### src/rtl/serial_rx_pkg.sv
package serial_rx_pkg;

  localparam int unsigned BYTE_W       = 8;
  localparam int unsigned MIN_BITS     = 5;
  localparam int unsigned SLOWEST_RATE = 2400;
  localparam int unsigned RATE_SLOTS   = 8;

  typedef enum logic [2:0] {
    ST_IDLE,
    ST_START,
    ST_DATA,
    ST_PAR,
    ST_STOP,
    ST_HOLD
  } rx_state_e;

  // Line rate in bit/s for a rate code; code 7 reuses the fastest rate.
  function automatic int unsigned rate_of(input logic [2:0] code);
    case (code)
      3'd5:       return 57600;
      3'd6, 3'd7: return 115200;
      default:    return SLOWEST_RATE << code;
    endcase
  endfunction

endpackage

### src/rtl/serial_rx_sync.sv
module serial_rx_sync #(
  parameter int unsigned STAGES = 2,
  parameter logic        IDLE_V = 1'b1
) (
  input  logic clk,
  input  logic rst_n,
  input  logic d_i,
  output logic q_o
);
  logic [STAGES-1:0] chain;

  always_ff @(posedge clk or negedge rst_n) begin
    if (!rst_n) chain <= {STAGES{IDLE_V}};
    else        chain <= {chain[STAGES-2:0], d_i};
  end

  assign q_o = chain[STAGES-1];
endmodule

### src/rtl/serial_rx_rate.sv
module serial_rx_rate
  import serial_rx_pkg::*;
#(
  parameter int unsigned CLK_HZ = 60_000_000,
  parameter int unsigned CW     = 16
) (
  input  logic [2:0]    code_i,
  output logic [CW-1:0] period_o,
  output logic [CW-1:0] half_o
);
  logic [CW-1:0] table_q [RATE_SLOTS];

  for (genvar i = 0; i < RATE_SLOTS; i++) begin : g_rate
    localparam int unsigned RATE = rate_of(3'(i));
    localparam int unsigned DIV  = (CLK_HZ + RATE / 2) / RATE;
    assign table_q[i] = CW'(DIV);
  end

  assign period_o = table_q[code_i];
  assign half_o   = period_o >> 1;
endmodule

### src/rtl/serial_rx_frame.sv
module serial_rx_frame
  import serial_rx_pkg::*;
#(
  parameter int unsigned CW = 16
) (
  input  logic              clk,
  input  logic              rst_n,
  input  logic              line_i,
  input  logic [1:0]        len_sel_i,
  input  logic              par_en_i,
  input  logic              par_odd_i,
  input  logic [CW-1:0]     period_i,
  input  logic [CW-1:0]     half_i,
  output logic              done_o,
  output logic [BYTE_W-1:0] data_o,
  output logic              perr_o,
  output logic              ferr_o
);
  rx_state_e         state;
  logic [CW-1:0]     cnt;
  logic [2:0]        idx;
  logic [BYTE_W-1:0] shreg;
  logic              par_bit;
  logic [2:0]        last_idx;
  logic [1:0]        align_sh;
  logic [BYTE_W-1:0] aligned;
  logic              bit_tick;

  assign last_idx = 3'(MIN_BITS - 1) + 3'(len_sel_i);
  assign align_sh = 2'd3 - len_sel_i;
  assign aligned  = shreg >> align_sh;
  assign bit_tick = (cnt == period_i - 1'b1);

  always_ff @(posedge clk or negedge rst_n) begin
    if (!rst_n) begin
      state   <= ST_IDLE;
      cnt     <= '0;
      idx     <= '0;
      shreg   <= '0;
      par_bit <= 1'b0;
      done_o  <= 1'b0;
      data_o  <= '0;
      perr_o  <= 1'b0;
      ferr_o  <= 1'b0;
    end else begin
      done_o <= 1'b0;
      case (state)
        ST_IDLE: begin
          cnt <= '0;
          if (!line_i) state <= ST_START;
        end
        ST_START: begin
          if (cnt == half_i - 1'b1) begin
            cnt <= '0;
            idx <= '0;
            state <= line_i ? ST_IDLE : ST_DATA;
          end else begin
            cnt <= cnt + 1'b1;
          end
        end
        ST_DATA: begin
          if (bit_tick) begin
            cnt   <= '0;
            shreg <= {line_i, shreg[BYTE_W-1:1]};
            if (idx == last_idx) state <= par_en_i ? ST_PAR : ST_STOP;
            else                 idx   <= idx + 1'b1;
          end else begin
            cnt <= cnt + 1'b1;
          end
        end
        ST_PAR: begin
          if (bit_tick) begin
            cnt     <= '0;
            par_bit <= line_i;
            state   <= ST_STOP;
          end else begin
            cnt <= cnt + 1'b1;
          end
        end
        ST_STOP: begin
          if (bit_tick) begin
            cnt    <= '0;
            done_o <= 1'b1;
            data_o <= aligned;
            perr_o <= par_en_i & (^aligned ^ par_bit ^ par_odd_i);
            ferr_o <= ~line_i;
            state  <= line_i ? ST_IDLE : ST_HOLD;
          end else begin
            cnt <= cnt + 1'b1;
          end
        end
        ST_HOLD: begin
          cnt <= '0;
          if (line_i) state <= ST_IDLE;
        end
        default: state <= ST_IDLE;
      endcase
    end
  end
endmodule

### src/rtl/serial_rx_out.sv
module serial_rx_out
  import serial_rx_pkg::*;
(
  input  logic              clk,
  input  logic              rst_n,
  input  logic              load_i,
  input  logic [BYTE_W-1:0] data_i,
  input  logic              perr_i,
  input  logic              ferr_i,
  input  logic              ready_i,
  output logic              valid_o,
  output logic [BYTE_W-1:0] data_o,
  output logic              perr_o,
  output logic              ferr_o
);
  always_ff @(posedge clk or negedge rst_n) begin
    if (!rst_n) begin
      valid_o <= 1'b0;
      data_o  <= '0;
      perr_o  <= 1'b0;
      ferr_o  <= 1'b0;
    end else if (load_i) begin
      valid_o <= 1'b1;
      data_o  <= data_i;
      perr_o  <= perr_i;
      ferr_o  <= ferr_i;
    end else if (ready_i) begin
      valid_o <= 1'b0;
    end
  end
endmodule

### src/rtl/serial_frame_rx.sv
module serial_frame_rx
  import serial_rx_pkg::*;
#(
  parameter int unsigned CLK_HZ      = 60_000_000,
  parameter int unsigned SYNC_STAGES = 2
) (
  input  logic       clk,
  input  logic       rst_n,
  input  logic       rx_i,
  input  logic [1:0] cfg_bits,
  input  logic       cfg_par_en,
  input  logic       cfg_par_odd,
  input  logic [2:0] cfg_rate,
  output logic       m_valid,
  input  logic       m_ready,
  output logic [7:0] m_data,
  output logic       m_perr,
  output logic       m_ferr
);
  localparam int unsigned CW = $clog2(CLK_HZ / SLOWEST_RATE + 2);

  logic              line_s;
  logic [CW-1:0]     period;
  logic [CW-1:0]     half;
  logic              frm_done;
  logic [BYTE_W-1:0] frm_data;
  logic              frm_perr;
  logic              frm_ferr;

  serial_rx_sync #(.STAGES(SYNC_STAGES), .IDLE_V(1'b1)) u_sync (
    .clk(clk), .rst_n(rst_n), .d_i(rx_i), .q_o(line_s)
  );

  serial_rx_rate #(.CLK_HZ(CLK_HZ), .CW(CW)) u_rate (
    .code_i(cfg_rate), .period_o(period), .half_o(half)
  );

  serial_rx_frame #(.CW(CW)) u_frame (
    .clk(clk), .rst_n(rst_n), .line_i(line_s),
    .len_sel_i(cfg_bits), .par_en_i(cfg_par_en), .par_odd_i(cfg_par_odd),
    .period_i(period), .half_i(half),
    .done_o(frm_done), .data_o(frm_data), .perr_o(frm_perr), .ferr_o(frm_ferr)
  );

  serial_rx_out u_out (
    .clk(clk), .rst_n(rst_n), .load_i(frm_done), .data_i(frm_data),
    .perr_i(frm_perr), .ferr_i(frm_ferr), .ready_i(m_ready),
    .valid_o(m_valid), .data_o(m_data), .perr_o(m_perr), .ferr_o(m_ferr)
  );
endmodule

### config.mk
export PLATFORM = sky130hd
export DESIGN_NAME = serial_frame_rx
export DESIGN_NICKNAME = d
export VERILOG_FILES = /design/src/rtl/serial_rx_pkg.sv /design/src/rtl/serial_rx_sync.sv /design/src/rtl/serial_rx_rate.sv /design/src/rtl/serial_rx_frame.sv /design/src/rtl/serial_rx_out.sv /design/src/rtl/serial_frame_rx.sv
export SDC_FILE = /design/constraint.sdc
export NUM_CORES = 1
export LEC_CHECK = 0
export BUFFER_PORTS_ARGS = -buffer_cell sky130_fd_sc_hd__buf_2
export CAP_MARGIN = 0
export CORE_MARGIN = 10
export CORE_UTILIZATION = 56
export CTS_CLUSTER_DIAMETER = 100
export CTS_CLUSTER_SIZE = 30
export DETAILED_ROUTE_END_ITERATION = 10
export GPL_TIMING_DRIVEN = 1
export PLACE_DENSITY_LB_ADDON = 0.3
export SLEW_MARGIN = 5
export SYNTH_ARGS = -nofsm -noshare
export SYNTH_HDL_FRONTEND = slang
export SYNTH_SLANG_ARGS = --single-unit
### constraint.sdc
create_clock -name clk -period 2.3 [get_ports clk]
set_clock_uncertainty 0.05 [all_clocks]
set_input_delay 0.46 -clock clk [delete_from_list [all_inputs] [get_ports clk]]
set_output_delay 0.46 -clock clk [all_outputs]
set_load 0.02 [all_outputs]
==> qor.yml, run 1 <==
placed_design:
  dp.cells: 496
  io_buffers: 21
  place_area_sq_um: 4350
  dp_hpwl_mm: 6.33
  gp_congestion: 0.844
route:
  drtAntennaViolNets: 0
  wirelength_mm: 9.29
  drc: 0
  wl_per_cell_microns: 18.0
  num_vias: 3077
  post_drt_via_cell_ratio: 5.96
  drtIter0Drc: 127
  dr.pass1.iters: 4
sta:
  worst_pin_slew_ns: 0.507
  finalMaxSlewViolations: 0
  min_period_over_period_pct: 113
  min_period_ns: 2.61
  relSlewSlack_pct: 66.0
  whs_ns: 0.194
  final_hold_viol_count: 0
  worst_slack_ns: -0.307
  finalSetupViolCount: 39
  timing.fmax_ghz: 0.384
  rsz0062_at_grt: "true"
grt:
  grt_max_degree: 24
  grt_pass1_vias: 3121
  track_usage_pct: 18.0
  grt_pass1_wl_mm: 15.1
  grt_antenna_before_repair: 0
  grt_overflow: 0
floorplanning:
  die_w_microns: 102
  die_h_microns: 102
  coreArea_sq_um: 6420
  num_rows: 29
  start_util_pct: 58.0
  fp.dieArea_sq_um: 10300
  pin_count: 22
logic_synthesis:
  ys.flop_type: "dfrtp_1"
  async_reset_ff_share_pct: 100
  synthCells: 366
  ys_types: 75
  synth-edff-count: 0
  ys_ff_latch: 54
  syn_area_per_cell_sq_um: 10.2
  ys_warn_count: 0
  synth_nets: 386
  syn-cell-area_sq_um: 3730
  yosysSeqAreaShare_pct: 36.3
min_path:
  min_path_cells: 1
  whs_endpoint: "u_sync.chain[0]$_DFF_PN1_"
  hold_class: "in -> reg"
  worstHoldStart: "rx_i"
worst_setup_path:
  cp_max_fo: 7
  cp_data_required_time_ns: 2.45
  r2r-start: "u_frame.cnt[9]$_DFFE_PN0P_"
  crit_chain: "buf_12 > and2b_2 > a21oi_4 > ha_4 > and3_4 > a211o_1 > a2111oi_4 > o221a_2 > a21oi_4 > a211oi_4 > buf_6 > buf_12 > nor2_1"
  startpoint_type: "input port"
  rrSetupSlack_ns: -0.13
  r2r-end: "u_frame.cnt[14]$_DFFE_PN0P_"
  worstRegToRegCells: 10
  crit_type: "in -> reg"
  worst_ep_arrival_time_ns: 2.76
  crit_slowest_cell: "a2111oi_4"
  cpPeakStageDelay_ns: 0.35
  path_buf_inv: 3
  crit_family: "compound AO/OA/AOI/OAI gates"
  startpoint: "cfg_rate[1]"
  end_kind: "register"
final_layout:
  layout_common_cells: "buf_4, dfrtp_1, xnor2_1"
  final_common_cell: "buf_4"
  utilization_pct: 75.0
  fin_cells: 516
  nets: 458
  diodes: 0
  stdcell_area_sq_um: 4820
  drive_gt1_share_pct: 42.4
  areaGrowthSynthToFinish_pct: 29.2
power_and_ir_drop:
  p_leak_nw: 2.20
  p_per_area_nw_per_um2: 671
  vdd_drop_max_mv: 0.470
cts:
  path_clk_slew_ns: 0.10
  cts_buffer_depth: 2
  h-tree-depth: 2
  tritoncts: "done"
  root_buffer: "clkbuf_8"
  cts_buffers: 5
  clk_latency_ns: 0.31
  clock_sinks: 54
outcome:
  violations: "negative setup slack"
  outcome: "complete, but fails checks"
flow_run:
  cap_viol_max_count: 0
==> state kept, by name (all words and copies together) (netlist names) <==
| signal | count |
|---|---|
| u_frame.shreg | 8 |
| u_frame.par_bit | 1 |
| u_out.data_o | 8 |
| u_frame.cnt | 15 |
| u_frame.perr_o | 1 |
| u_out.valid_o | 1 |
| u_out.ferr_o | 1 |
| u_frame.done_o | 1 |
| u_frame.idx | 3 |
| u_frame.ferr_o | 1 |
| u_sync.chain | 2 |
| u_frame.data_o | 8 |
| u_frame.state | 3 |
| u_out.perr_o | 1 |
==> power breakdown <==
| group | leakage (nW) | switching (mW) | internal (mW) |
|---|---|---|---|
| Sequential | 0.715 | 0.186 | 1.06 |
| Combinational | 1.44 | 0.682 | 0.737 |
| Clock | 0.0502 | 0.343 | 0.227 |
| Total | 2.20 | 1.21 | 2.02 |
==> metal layers <==
| layer | wire, microns | track usage [%] | share of wire (%) | vias to the layer above |
|---|---|---|---|---|
| li1 | - | - | - | 1457 |
| met1 | 3840 | 21.1 | 41 | 1503 |
| met2 | 4780 | 32.9 | 51 | 93 |
| met3 | 465 | 2.86 | 5.0 | 24 |
| met4 | 205 | 5.06 | 2.2 | 0 |
| met5 | 0 | 0 | 0 | - |
==> logic make-up after synthesis <==
family | synth area share (%)
simple gates | 19.7
compound gates | 12.5
flops | 36.3
buf+inv | 5.91
mux | 13.3
xor+xnor | 9.30
fa+ha+maj | 3.02
==> final cells by class <==
class | count | area (sq um)
clock buffers | 5 | 68.8
clock inverters | 3 | 28.8
fillers | 425 | 1610
inverters | 18 | 72.6
multi-input cells | 270 | 2430
flip-flops and latches | 54 | 1350
well taps | 77 | 96.3
repair buffers | 89 | 768
==> worst max-delay path by stage <==
stage	end	cells past startpoint
after detailed placement	u_frame.cnt[14]$_DFFE_PN0P_	12
after global routing	u_frame.cnt[11]$_DFFE_PN0P_	13
after floorplan	u_frame.cnt[10]$_DFFE_PN0P_	13
final	u_frame.cnt[14]$_DFFE_PN0P_	13
after global placement	u_frame.par_bit$_DFFE_PN0P_	11
after CTS	u_frame.cnt[14]$_DFFE_PN0P_	13
==> cells in the mapped netlist (all sizes together) (4+ instances only) <==
cell / instances / area share (%)
a211oi: 4 / 1.1
a21oi: 9 / 1.3
a31oi: 4 / 0.67
and3: 7 / 1.3
buf: 14 / 3.0
clkbuf: 11 / 1.1
dfrtp: 52 / 35
ha: 9 / 3.0
inv: 18 / 1.8
mux2: 29 / 8.8
mux2i: 12 / 3.3
nand2: 18 / 1.8
nand2b: 5 / 0.84
nand3: 14 / 2.0
nand4: 8 / 1.3
nor2: 27 / 3.8
nor2b: 9 / 1.5
nor3: 7 / 1.4
o211ai: 5 / 1.0
o21ai: 12 / 1.6
or3: 4 / 0.67
xnor2: 21 / 4.9
xor2: 16 / 3.8
==> per-stage QoR <==
step	worst slack, ns	TNS (ns)	power (mW)
after floorplan	-0.458	-14.70	2.07
after global placement	-0.631	-22.57	2.46
after detailed placement	-0.678	-25.10	2.50
after CTS	-0.175	-4.98	3.17
after global routing	-0.347	-10.46	3.42
final	-0.307	-8.47	3.23
==> what timing repair did <==
item	CTS	global route
setup endpoints to repair	41	40
endpoints found under the hold margin	10	0
gates cloned	2	1
pin swaps	13	14
buffers inserted	5	4
gates resized for setup	34	19
hold buffers	1	0
No activity file was read; power rests on OpenSTA's default activity.
==> run 2, diff against run 1 <==
RECOVER_POWER = 100   (was unset)
==> qor.yml, run 2 (synthesis results as in run 1) <==
route:
  post_drt_via_cell_ratio: 5.92  # -0.78%
  wirelength_mm: 9.22  # -0.81%
  drtIter0Drc: 168  # +32%
  dr.pass1.iters: 4  # unchanged
  drtAntennaViolNets: 0  # unchanged
  drc: 0  # unchanged
  wl_per_cell_microns: 17.9  # -0.81%
  num_vias: 3053  # -0.78%
power_and_ir_drop:
  power_mw: 3.23  # -0.25%
  p_per_area_nw_per_um2: 674  # +0.43%
  vdd_drop_max_mv: 0.469  # -0.33%
  p_leak_nw: 2.14  # -2.6%
worst_setup_path:
  cp_data_required_time_ns: 2.45  # about the same
  worstRegToRegCells: 10  # unchanged
  worst_ep_arrival_time_ns: 2.75  # about the same
  crit_end: "u_frame.cnt[14]$_DFFE_PN0P_"
  crit_chain: "buf_12 > and2b_2 > a21oi_4 > ha_4 > and3_4 > a211o_1 > a2111oi_4 > o221a_2 > a21oi_4 > a211oi_4 > buf_6 > buf_12 > nor2_1"
  crit_type: "in -> reg"
  startpoint: "cfg_rate[1]"
  crit_slowest_cell: "a2111oi_4"
  crit_family: "compound AO/OA/AOI/OAI gates"
  r2r-end: "u_frame.cnt[14]$_DFFE_PN0P_"
  end_kind: "register"
  cpPeakStageDelay_ns: 0.35  # about the same
  cp_max_fo: 7  # unchanged
  r2r-start: "u_frame.cnt[9]$_DFFE_PN0P_"
  cp.depth: 13  # unchanged
  path_buf_inv: 3  # unchanged
  startpoint_type: "input port"
  rrSetupSlack_ns: -0.13  # about the same
sta:
  timing.fmax_ghz: 0.384  # +0.16%
  min_period_ns: 2.60  # -0.00415 ns
  worst_pin_slew_ns: 0.676  # +0.170 ns
  final_hold_viol_count: 0  # unchanged
  finalSetupViolCount: 39  # unchanged
  rsz0062_at_grt: "true"
  worst_slack_ns: -0.302  # +0.00415 ns
  relSlewSlack_pct: 54.9  # -11 points
  min_period_over_period_pct: 113  # -0.18 points
  finalMaxSlewViolations: 0  # unchanged
final_layout:
  largest-register: "u_frame.cnt"
  drive_gt1_share_pct: 39.6  # -2.7 points
  layout_common_cells: "buf_4, dfrtp_1, xnor2_1"
  final_common_cell: "buf_4"
  largest_register_ff_count: 15  # unchanged
  nets: 458  # unchanged
  areaGrowthSynthToFinish_pct: 28.4
  diodes: 0  # unchanged
  fillers: 435  # +2.4%
  stdcell_area_sq_um: 4780  # -0.68%
grt:
  grt_antenna_before_repair: 0  # unchanged
  grt_pass1_vias: 3121  # unchanged
  grt_pass1_wl_mm: 15.1  # unchanged
  grt_busiest_layer: "met2"
  track_usage_pct: 18.0  # unchanged
  grt_overflow: 0  # unchanged
  met3_usage_pct: 2.86  # unchanged
  use_met2_pct: 32.9  # unchanged
  grt_max_degree: 24  # unchanged
  met1_usage_pct: 21.1  # unchanged
floorplanning:
  fp.dieArea_sq_um: 10300  # unchanged
  coreArea_sq_um: 6420  # unchanged
  pin_count: 22  # unchanged
  start_util_pct: 58.0  # unchanged
  num_rows: 29  # unchanged
  die_h_microns: 102  # unchanged
  die_w_microns: 102  # unchanged
placed_design:
  gp_congestion: 0.844  # unchanged
  io_buffers: 21  # unchanged
  dp_hpwl_mm: 6.33  # unchanged
  place_area_sq_um: 4350  # unchanged
cts:
  tritoncts: "done"
  clock_sinks: 54  # unchanged
  cts_buffers: 5  # unchanged
  path_clk_slew_ns: 0.10  # about the same
  cts_buffer_depth: 2  # unchanged
  h-tree-depth: 2  # unchanged
  root_buffer: "clkbuf_8"
  clk_latency_ns: 0.31  # about the same
outcome:
  violations: "negative setup slack"
  outcome: "complete, but fails checks"
min_path:
  hold_class: "in -> reg"
flow_run:
  cap_viol_max_count: 0  # unchanged
## run 2: cell count changes in the layout (fill, tap and decap cells not counted)
cell and change:
buf_2 -12, buf_4 -2, clkbuf_2 +2, clkbuf_4 +1, clkbuf_1 +12, buf_12 -1
## run 2: cell type report
cell class / count / area [sq um] / share of cell area (%)
well taps: 77 / 96.3 / 2.01
inverters: 18 / 72.6 / 1.52
flip-flops and latches: 54 / 1350 / 28.3
repair buffers: 89 / 736 / 15.4
clock buffers: 5 / 68.8 / 1.44
clock inverters: 3 / 28.8 / 0.601
multi-input cells: 270 / 2430 / 50.8
## run 2: where the power goes
| group | total, mW | switching, mW | internal, mW |
|---|---|---|---|
| logic | 1.41 | 0.679 | 0.733 |
| registers | 1.24 | 0.186 | 1.06 |
| clock network | 0.569 | 0.342 | 0.227 |
## run 2: worst min path at each step
stage,start,slack (ns),endpoint,depth (start not counted)
global route,rx_i,0.18,u_sync.chain[0]$_DFF_PN1_,1
CTS,rx_i,0.18,u_sync.chain[0]$_DFF_PN1_,1
floorplan,rst_n,0.11,u_frame.cnt[0]$_DFFE_PN0P_,0
finish,rx_i,0.19,u_sync.chain[0]$_DFF_PN1_,1
global placement,u_sync.chain[0]$_DFF_PN1_,0.30,u_sync.chain[1]$_DFF_PN1_,0
detailed placement,u_sync.chain[0]$_DFF_PN1_,0.30,u_sync.chain[1]$_DFF_PN1_,0
## run 2: what timing repair did
item,in CTS,in global routing
hold buffers,1,0
setup buffers,5,4
hold endpoints to repair,10,0
pin swaps,13,14
setup endpoints to repair,41,40
gates resized for setup,34,19
gates cloned,2,1
## run 2: worst register-to-register path, stage by stage (launching register included)
cell,delay [ns]
dfrtp_1,0.45
buf_4,0.18
nor3b_2,0.17
o21ai_1,0.11
a221o_1,0.37
nor4b_4,0.35
a21oi_4,0.12
a211oi_4,0.19
buf_6,0.16
buf_12,0.12
nor2_1,0.05
## run 2: per-stage QoR
stage	cells	util, %	hold slack [ns]	worst slack (ns)	TNS, ns
6_report	516	74.5	0.193	-0.302	-8.39
5_1_grt	516	74.5	0.177	-0.347	-10.56
4_1_cts	512	73.1	0.181	-0.175	-4.98
3_5_place_dp	496	67.8	0.298	-0.678	-25.10
3_3_place_gp	496	67.8	0.300	-0.631	-22.57
2_1_floorplan	366	-	0.114	-0.458	-14.70
## run 2: per-layer routing
layer | wire length [microns] | share of wire (%)
met5 | 0 | 0
met4 | 191 | 2.1
met3 | 426 | 4.6
met2 | 4770 | 52
met1 | 3830 | 42
